$ cat src/rtl/adc_sar_pkg.sv
package adc_sar_pkg;
    localparam int SAR_W  = 8;
    localparam int BUS_W  = 8;
    localparam int F_IE   = 7;
    localparam int F_EOC  = 6;
    localparam int F_GO   = 5;
    localparam int F_PWR  = 4;
    localparam int F_OSC  = 2;

    typedef enum logic [1:0] {
        ST_IDLE   = 2'd0,
        ST_SAMPLE = 2'd1,
        ST_TRIAL  = 2'd2
    } sar_state_e;
endpackage

$ cat src/rtl/adc_ctrl_regs.sv
module adc_ctrl_regs
    import adc_sar_pkg::*;
#(
    parameter int          ADDR_W    = 8,
    parameter logic [7:0]  CTRL_ADDR = 8'hD1,
    parameter logic [7:0]  RES_ADDR  = 8'hD0
) (
    input  logic              clk,
    input  logic              rst_n,
    input  logic              wr_en,
    input  logic [ADDR_W-1:0] addr,
    input  logic [BUS_W-1:0]  wr_data,
    input  logic              stop_mode,
    input  logic              conv_done,
    input  logic [SAR_W-1:0]  result,
    output logic [BUS_W-1:0]  rd_data,
    output logic              start_acc,
    output logic              seq_enable,
    output logic              ie_q,
    output logic              eoc_q,
    output logic              pwr_q,
    output logic              osc_q
);
    logic ctrl_wr;
    logic pwr_next;
    logic unused_wbits;

    assign ctrl_wr      = wr_en && (addr == ADDR_W'(CTRL_ADDR));
    assign pwr_next     = ctrl_wr ? wr_data[F_PWR] : pwr_q;
    assign start_acc    = ctrl_wr && wr_data[F_GO] && wr_data[F_PWR] && !stop_mode;
    assign seq_enable   = pwr_next && !stop_mode;
    assign unused_wbits = ^{wr_data[F_EOC], wr_data[3], wr_data[1:0]};

    always_ff @(posedge clk or negedge rst_n) begin
        if (!rst_n) begin
            ie_q  <= 1'b0;
            pwr_q <= 1'b0;
            osc_q <= 1'b0;
        end else if (ctrl_wr) begin
            ie_q  <= wr_data[F_IE];
            pwr_q <= wr_data[F_PWR];
            osc_q <= wr_data[F_OSC];
        end
    end

    always_ff @(posedge clk or negedge rst_n) begin
        if (!rst_n)         eoc_q <= 1'b1;
        else if (start_acc) eoc_q <= 1'b0;
        else if (conv_done) eoc_q <= 1'b1;
    end

    always_comb begin
        rd_data = '0;
        if (addr == ADDR_W'(RES_ADDR)) begin
            rd_data = BUS_W'(result);
        end else if (addr == ADDR_W'(CTRL_ADDR)) begin
            rd_data[F_IE]  = ie_q;
            rd_data[F_EOC] = eoc_q;
            rd_data[F_PWR] = pwr_q;
            rd_data[F_OSC] = osc_q;
        end
    end
endmodule

$ cat src/rtl/adc_sar_seq.sv
module adc_sar_seq
    import adc_sar_pkg::*;
#(
    parameter int W = SAR_W
) (
    input  logic         clk,
    input  logic         rst_n,
    input  logic         start,
    input  logic         enable,
    input  logic         cmp_in,
    output logic [W-1:0] dac_code,
    output logic         sample_hold,
    output logic         done,
    output logic         idle,
    output logic [W-1:0] result
);
    localparam int IDX_W = (W > 1) ? $clog2(W) : 1;
    localparam logic [IDX_W-1:0] IDX_TOP = IDX_W'(W - 1);

    sar_state_e       state_q, state_d;
    logic [W-1:0]     acc_q, acc_d;
    logic [IDX_W-1:0] idx_q, idx_d;
    logic [W-1:0]     res_q;
    logic [W-1:0]     trial_bit;

    assign trial_bit = {{(W-1){1'b0}}, 1'b1} << idx_q;

    // state register
    always_ff @(posedge clk or negedge rst_n) begin
        if (!rst_n) begin
            state_q <= ST_IDLE;
            acc_q   <= '0;
            idx_q   <= IDX_TOP;
            res_q   <= '0;
        end else begin
            state_q <= state_d;
            acc_q   <= acc_d;
            idx_q   <= idx_d;
            if (done) res_q <= acc_d;
        end
    end

    // next state
    always_comb begin
        state_d = state_q;
        acc_d   = acc_q;
        idx_d   = idx_q;
        if (start) begin
            state_d = ST_SAMPLE;
            acc_d   = '0;
            idx_d   = IDX_TOP;
        end else if (!enable) begin
            state_d = ST_IDLE;
        end else begin
            unique case (state_q)
                ST_IDLE: ;
                ST_SAMPLE: begin
                    state_d = ST_TRIAL;
                    acc_d   = '0;
                    idx_d   = IDX_TOP;
                end
                ST_TRIAL: begin
                    if (cmp_in) acc_d = acc_q | trial_bit;
                    if (idx_q == '0) state_d = ST_IDLE;
                    else             idx_d   = idx_q - 1'b1;
                end
                default: state_d = ST_IDLE;
            endcase
        end
    end

    // outputs
    always_comb begin
        done        = (state_q == ST_TRIAL) && (idx_q == '0) && !start && enable;
        idle        = (state_q == ST_IDLE);
        sample_hold = (state_q == ST_SAMPLE);
        dac_code    = (state_q == ST_TRIAL) ? (acc_q | trial_bit) : '0;
        result      = res_q;
    end
endmodule

$ cat src/rtl/adc_sar_ctrl.sv
module adc_sar_ctrl
    import adc_sar_pkg::*;
#(
    parameter int         ADDR_W    = 8,
    parameter logic [7:0] CTRL_ADDR = 8'hD1,
    parameter logic [7:0] RES_ADDR  = 8'hD0
) (
    input  logic              clk,
    input  logic              rst_n,
    input  logic              bus_wr,
    input  logic [ADDR_W-1:0] bus_addr,
    input  logic [BUS_W-1:0]  bus_wdata,
    output logic [BUS_W-1:0]  bus_rdata,
    input  logic              cmp_in,
    output logic [SAR_W-1:0]  dac_code,
    output logic              sample_hold,
    input  logic              stop_mode,
    input  logic              wait_mode,
    output logic              irq,
    output logic              wake_req,
    output logic              osc_off
);
    logic             start_acc, seq_enable, conv_done, seq_idle;
    logic             ie_q, eoc_q, pwr_q;
    logic [SAR_W-1:0] result;

    adc_ctrl_regs #(
        .ADDR_W(ADDR_W), .CTRL_ADDR(CTRL_ADDR), .RES_ADDR(RES_ADDR)
    ) u_regs (
        .clk(clk), .rst_n(rst_n), .wr_en(bus_wr), .addr(bus_addr),
        .wr_data(bus_wdata), .stop_mode(stop_mode), .conv_done(conv_done),
        .result(result), .rd_data(bus_rdata), .start_acc(start_acc),
        .seq_enable(seq_enable), .ie_q(ie_q), .eoc_q(eoc_q),
        .pwr_q(pwr_q), .osc_q(osc_off)
    );

    adc_sar_seq #(.W(SAR_W)) u_seq (
        .clk(clk), .rst_n(rst_n), .start(start_acc), .enable(seq_enable),
        .cmp_in(cmp_in), .dac_code(dac_code), .sample_hold(sample_hold),
        .done(conv_done), .idle(seq_idle), .result(result)
    );

    assign irq      = ie_q && eoc_q;
    assign wake_req = irq && wait_mode;
endmodule

$ cat config.mk
export PLATFORM = sky130hd
export DESIGN_NAME = adc_sar_ctrl
export DESIGN_NICKNAME = d
export VERILOG_FILES = /design/src/rtl/adc_sar_pkg.sv /design/src/rtl/adc_ctrl_regs.sv /design/src/rtl/adc_sar_seq.sv /design/src/rtl/adc_sar_ctrl.sv
export SDC_FILE = /design/constraint.sdc
export NUM_CORES = 1
export LEC_CHECK = 0
export BUFFER_PORTS_ARGS = -buffer_cell sky130_fd_sc_hd__buf_2
export CAP_MARGIN = 20
export CORE_MARGIN = 2
export CORE_UTILIZATION = 40
export CTS_CLUSTER_DIAMETER = 80
export DETAILED_ROUTE_END_ITERATION = 10
export HOLD_SLACK_MARGIN = 0.06
export PLACE_DENSITY = 0.7
export SLEW_MARGIN = 20
export SYNTH_ARGS = -nofsm -noshare
export SYNTH_HDL_FRONTEND = slang
export SYNTH_HIERARCHICAL = 1
export SYNTH_SLANG_ARGS = --single-unit
$ cat constraint.sdc
create_clock -name clk -period 3.4 [get_ports clk]
set_input_delay 0.17 -clock clk [delete_from_list [all_inputs] [get_ports clk]]
set_output_delay 0.17 -clock clk [all_outputs]
set_load 0.02 [all_outputs]
==> After elaboration in Yosys (flattened, before gate mapping) <==
Index checks and enable logic that the tools add are counted.
W data, S select, Z words.
{ "totals": {"reg_bits": 25, "latchBits": 0, "mem_bits_rw": 0, "romBits": 0, "inputBits": 22, "output_inout_bits": 20, "wordCells": 62, "memories": 0} }
{ "op_classes": {"n_addsub": 1, "mul": 0, "div_mod_pow": 0, "order_cmp": 0, "eq_ne": 7, "n_shift": 1, "muxes": 25, "bitwise": 1, "n_reduce_logical": 19} }
{ "ops": {"columns": ["operator", "count"], "rows": [
  ["$mux W8", 4],
  ["$eq A8 B8 Y1 const B", 2],
  ["$pmux W8 S2", 1],
  ["$mux W2", 6],
  ["$logic_and A1 B1 Y1", 10],
  ["$mux W1", 9],
  ["$mux W3", 3],
  ["$or A8 B8 Y8", 1],
  ["$shl A1 B3 Y8 const A", 1],
  ["$ne A3 B2 Y1 const B", 2],
  ["$pmux W2 S3", 1],
  ["$pmux W3 S2", 1],
  ["$ne A4 B3 Y1 const B", 1],
  ["$reduce_bool A2 Y1", 2],
  ["$logic_not A3 Y1", 1],
  ["$reduce_and A3 Y1", 1],
  ["$reduce_bool A3 Y1", 1],
  ["$sub A3 B1 Y3 const B", 1],
  ["$eq A2 B1 Y1 const B", 1],
  ["$eq A2 B2 Y1 const B", 1],
  ["$logic_not A1 Y1", 2],
  ["$logic_not A2 Y1", 1],
  ["$reduce_and A2 Y1", 1]
]} }

==> Logic depth before layout (Yosys ltp) <==
{ "logic_depth": {"ltp_word": 10, "depth_mapped": 7, "depth_no_buf": 7} }

==> By module <==
The synthesis kept the hierarchy.
{ "by_module_without_submodules": {"columns": ["module", "instances", "cells_per_inst", "area_per_inst_um2", "seq_area_each_um2"], "rows": [
  ["adc_sar_seq", 1, 109, 1137.3, 529.3],
  ["adc_ctrl_regs", 1, 30, 325.3, 101.3],
  ["adc_sar_ctrl", 1, 2, 12.5, 0.0]
]} }

==> Least setup slack after synthesis <==
OpenSTA, ideal clock, no wires.
{ "synth_path": {"kind": "input -> register", "start": "in bus_addr[2]", "end": "reg u_seq.res_q[4], in the netlist u_seq/result[4]", "setup_ns": 0.125, "arrival_time_ns": 1.788, "required_time_ns": 3.275, "path_slack_ns": 1.487, "cell_stages": 6, "path_buffers": 0, "cell_sequence": "and4bb_1 -> nand4_4 -> nor3_1 -> and2b_4 -> nand3_4 -> mux2_4"} }
{ "synth_between": {"elab_chain_len": 8, "word_cells_on_any_way": 12, "classes_between": "eq/ne (1); mux (3); reduce/logical (8)"} }
{ "synth_lines": {"columns": ["item", "line_no", "rtl"], "rows": [
  ["from (decl)", "adc_sar_ctrl.sv:11", "input logic [ADDR_W-1:0] bus_addr,"],
  ["$eq A8 B8 Y1 *", "adc_ctrl_regs.sv:28", "assign ctrl_wr = wr_en && (addr == ADDR_W'(CTRL_ADDR));"],
  ["$logic_and A1 B1 Y1 *", "adc_ctrl_regs.sv:28", null],
  ["$logic_and A1 B1 Y1 * (3 in a row)", "adc_ctrl_regs.sv:30", "assign start_acc = ctrl_wr && wr_data[F_GO] && wr_data[F_PWR] && !stop_mode;"],
  ["via start_acc", "adc_sar_ctrl.sv:23", "logic start_acc, seq_enable, conv_done, seq_idle;"],
  ["$logic_not A1 Y1", "adc_sar_seq.sv:74", "done = (state_q == ST_TRIAL) && (idx_q == '0) && !start && enable;"],
  ["$logic_and A1 B1 Y1 (2 in a row)", "adc_sar_seq.sv:74", null],
  ["to (signal assigned)", "adc_sar_seq.sv:34", "res_q <= '0;"],
  ["to (signal assigned)", "adc_sar_seq.sv:39", "if (done) res_q <= acc_d;"],
  ["to (decl)", "adc_sar_seq.sv:23", "logic [W-1:0] res_q;"]
]} }
The timed path passes the listed nets; every way through them passes the cells marked *.
A chain may end at the register's enable or synchronous reset.

==> Worst setup path after layout <==
{ "layout_path": {"start": "in bus_addr[2]", "end": "reg u_seq.res_q[7], in the netlist u_seq/result[7]"} }
The elaborated chain is that of the path after synthesis.

==> impl_metrics.toml <==
[routing]
routedWlPerCell_um = 13.65
viasPerCell = 5.035
drt_first_pass_iters = 4
drt-total-wl_um = 3098
ant_nets = 0
drt_iter0_markers = 29
drc = 0
vias = 1143

[timing]
rsz0062_at_grt = "false"
setup_violations = 0
min_period_ps = 2104
max_freq_ghz = 0.4753
period_share_pct = 61.88
max-slew-margin-rel_pct = 46.74
totalNegativeSetupSlack_ps = 0
tightest_slew_ps = 792.7
slew_viol_final = 0
setup_slack_ps = 1296
skew_ps = 1.903
finalHoldViolCount = 0

[yosys]
syn_area_um2 = 1475
async_flop_share_pct = 100.0
synth-main-ff-cell = "dfrtp_1"
ys_ff_latch = 25
synthDistinctLibCells = 33
synthCells = 141
synth_seq_area_share_pct = 42.75
syn_area_per_cell_um2 = 10.46
synth_nets = 171
yosys_warnings = 6
synth-edff-count = 0

[worst_hold_path]
min_from = "bus_wdata[7]"
hp-class = "primary input to register"
hold_path_end = "u_regs/ie_q"
hold_path_depth = 2

[critical_path]
end_kind = "register"
max_stage_delay_ps = 690
reg2reg_depth = 5
r2r_slack_ps = 1490
cp.arrival_ps = 2270
required_ps = 3560
cp_cell_sequence = "buf_2 > and4bb_1 > nand4_4 > nor3_1 > and2b_4 > nand3_4 > mux2_4"
cp_slowest_cell = "nor3_1"
reg2reg_to = "u_seq/result[7]"
worstSetupStartpointType = "primary input"
critPathTopFamily = "simple AND/OR/NAND/NOR gates"
worst-path-buf-inv = 1
cp.depth = 7
path_max_fanout = 9
critPathKind = "primary input to register"
reg2reg_from = "u_regs/pwr_q"

[final_layout]
antennaDiodeCount = 0
fillCellCount = 350
multi_input_comb_area_um2 = 787.0
drive_above_1_share_pct = 30.73
fin_area_um2 = 1757
layout.nets = 210
ff_latch_area_um2 = 630.6
syn_to_final_growth_pct = 19.08

[power_and_ir_drop]
p_leak_nw = 0.9283
finalPower_w = 0.0005167
peakVddDrop_mv = 0.1072
power_density_nw_per_um2 = 294.2

[global_routing]
grt_usage_pct = 16.31
grt_pass1_vias = 1149
antenna_found_initial = 0
grt_pass1_wl_um = 5299
grt.overflow.total = 0
grt_max_degree = 26

[floorplanning]
die_area_um2 = 4190
core_area_um2 = 3606
initial_core_util_pct = 40.91
ios = 42
die_h_um = 64.73
rows = 22
dieWidth_um = 64.73

[cts]
cts_max_level = 1
clk_latency_ps = 270
root_buffer = "clkbuf_8"
cts_setup_buffers = 0
clk_pin_slew_worst_paths_ps = 90
cts_tree = "yes"
clockBufferDepth = 2
cts_buffers = 3
cts.sinks = 25

[placed_design]
placed_cell_area_um2 = 1700
port_buffers = 37
dpl.hpwl_um = 2350
gp_congestion = 0.7107
pre_cts_ws_ps = 1025

[run]
max_cap_viol_count = 0

[status]
run_status = "finished clean"
==> flip-flops by register name (all words and copies together) (netlist names) <==
register / cells
u_seq/state_q: 2
u_seq/idx_q: 3
u_seq/acc_q: 8
u_regs/ie_q: 1
u_regs/eoc_q: 1
u_regs/osc_q: 1
u_regs/pwr_q: 1
u_seq/result: 8
==> metal layers <==
layer | wire length (um) | vias to the layer above | GRT usage [%]
met5 | 0 | - | 0
met4 | 38 | 0 | 5.585
met3 | 155 | 4 | 2.431
met2 | 1482 | 32 | 27.96
met1 | 1420 | 546 | 20.91
li1 | - | 561 | -
==> worst max-delay path by stage <==
stage / start / to / slack, ps
after floorplan: bus_addr[2] / u_seq/result[4] / 1490
final: bus_addr[2] / u_seq/result[7] / 1300
after global routing: bus_addr[2] / u_seq/result[4] / 1200
after global placement: bus_addr[2] / u_seq/result[5] / 1090
after detailed placement: bus_addr[2] / u_seq/result[5] / 1030
after CTS: bus_addr[2] / u_seq/result[5] / 1310
==> cells by family (layout without fill, tap and decap cells) <==
group	Yosys count	after routing	synth area share (%)
AOI/OAI and AO/OA	25	25	10.86
adders and majority gates	8	8	6.786
buffers and inverters	14	52	3.902
DFF	25	25	42.75
muxes	19	19	14.50
and+or+nand+nor	50	50	21.21
==> cells in the final DEF (no fill, tap or decap), drive strengths merged <==
master / count
dfstp: 4
inv: 10
nor3: 3
dlygate4sd3: 1
and4b: 1
and2: 1
o31ai: 1
o21a: 5
and2b: 2
dfrtp: 21
mux2: 7
clkbuf: 3
nand4: 1
o32a: 1
and3: 2
mux2i: 12
a221o: 1
nor3b: 5
a21oi: 11
ha: 8
nand3: 1
clkinv: 1
buf: 37
nand2b: 3
and4bb: 1
a31oi: 4
nand2: 9
nor2: 13
o21bai: 2
nor2b: 8
==> timing repair <==
item                                   CTS  global route
hold buffers                             1             0
endpoints found under the hold margin   21             0
gates resized for setup                  0             0
==> power by group <==
group,leakage (nW),internal (W),switching [W],total (W)
logic,0.590,0.0000163,0.0000206,0.0000369
clock network,0.0255,0.0000821,0.0000953,0.000177
registers,0.313,0.000300,0.00000253,0.000303
total,0.928,0.000398,0.000118,0.000517
==> cells in the mapped netlist, types with 4 or more instances <==
master	count	share of area [%]
a21oi_1	11	3.7
a31oi_1	4	1.7
dfrtp_1	21	36
dfstp_2	4	7.1
ha_1	8	6.8
inv_1	10	2.5
mux2_4	4	4.1
mux2i_1	12	8.1
nand2_1	9	2.3
nor2_1	13	3.3
nor2b_1	8	3.4
nor3b_1	4	2.0
o21a_1	5	2.5
==> worst register-to-register path, stage by stage, from the launching register on <==
cell	delay [ps]
dfrtp_1	370
nand2b_1	70
mux2i_1	520
and2b_4	290
nand3_4	180
mux2_4	370
==> final cells by class <==
cell class              count  share of cell area [%]
multi-input cells         102                   44.80
flip-flops and latches     25                   35.90
repair buffers             38                   11.11
well taps                  48                   3.419
clock buffers               3                   2.350
inverters                  10                   2.137
clock inverters             1                  0.2849
==> per-stage QoR <==
stage                     cells  hold WS [ps]  util (%)
after detailed placement    222         194.8     47.15
after global routing        227         120.5     48.72
final                       227         126.1     48.72
after floorplan             141        -125.6         -
after CTS                   227         121.9     48.72
after global placement      222         185.7     47.15
No activity file was read; power rests on OpenSTA's default activity.
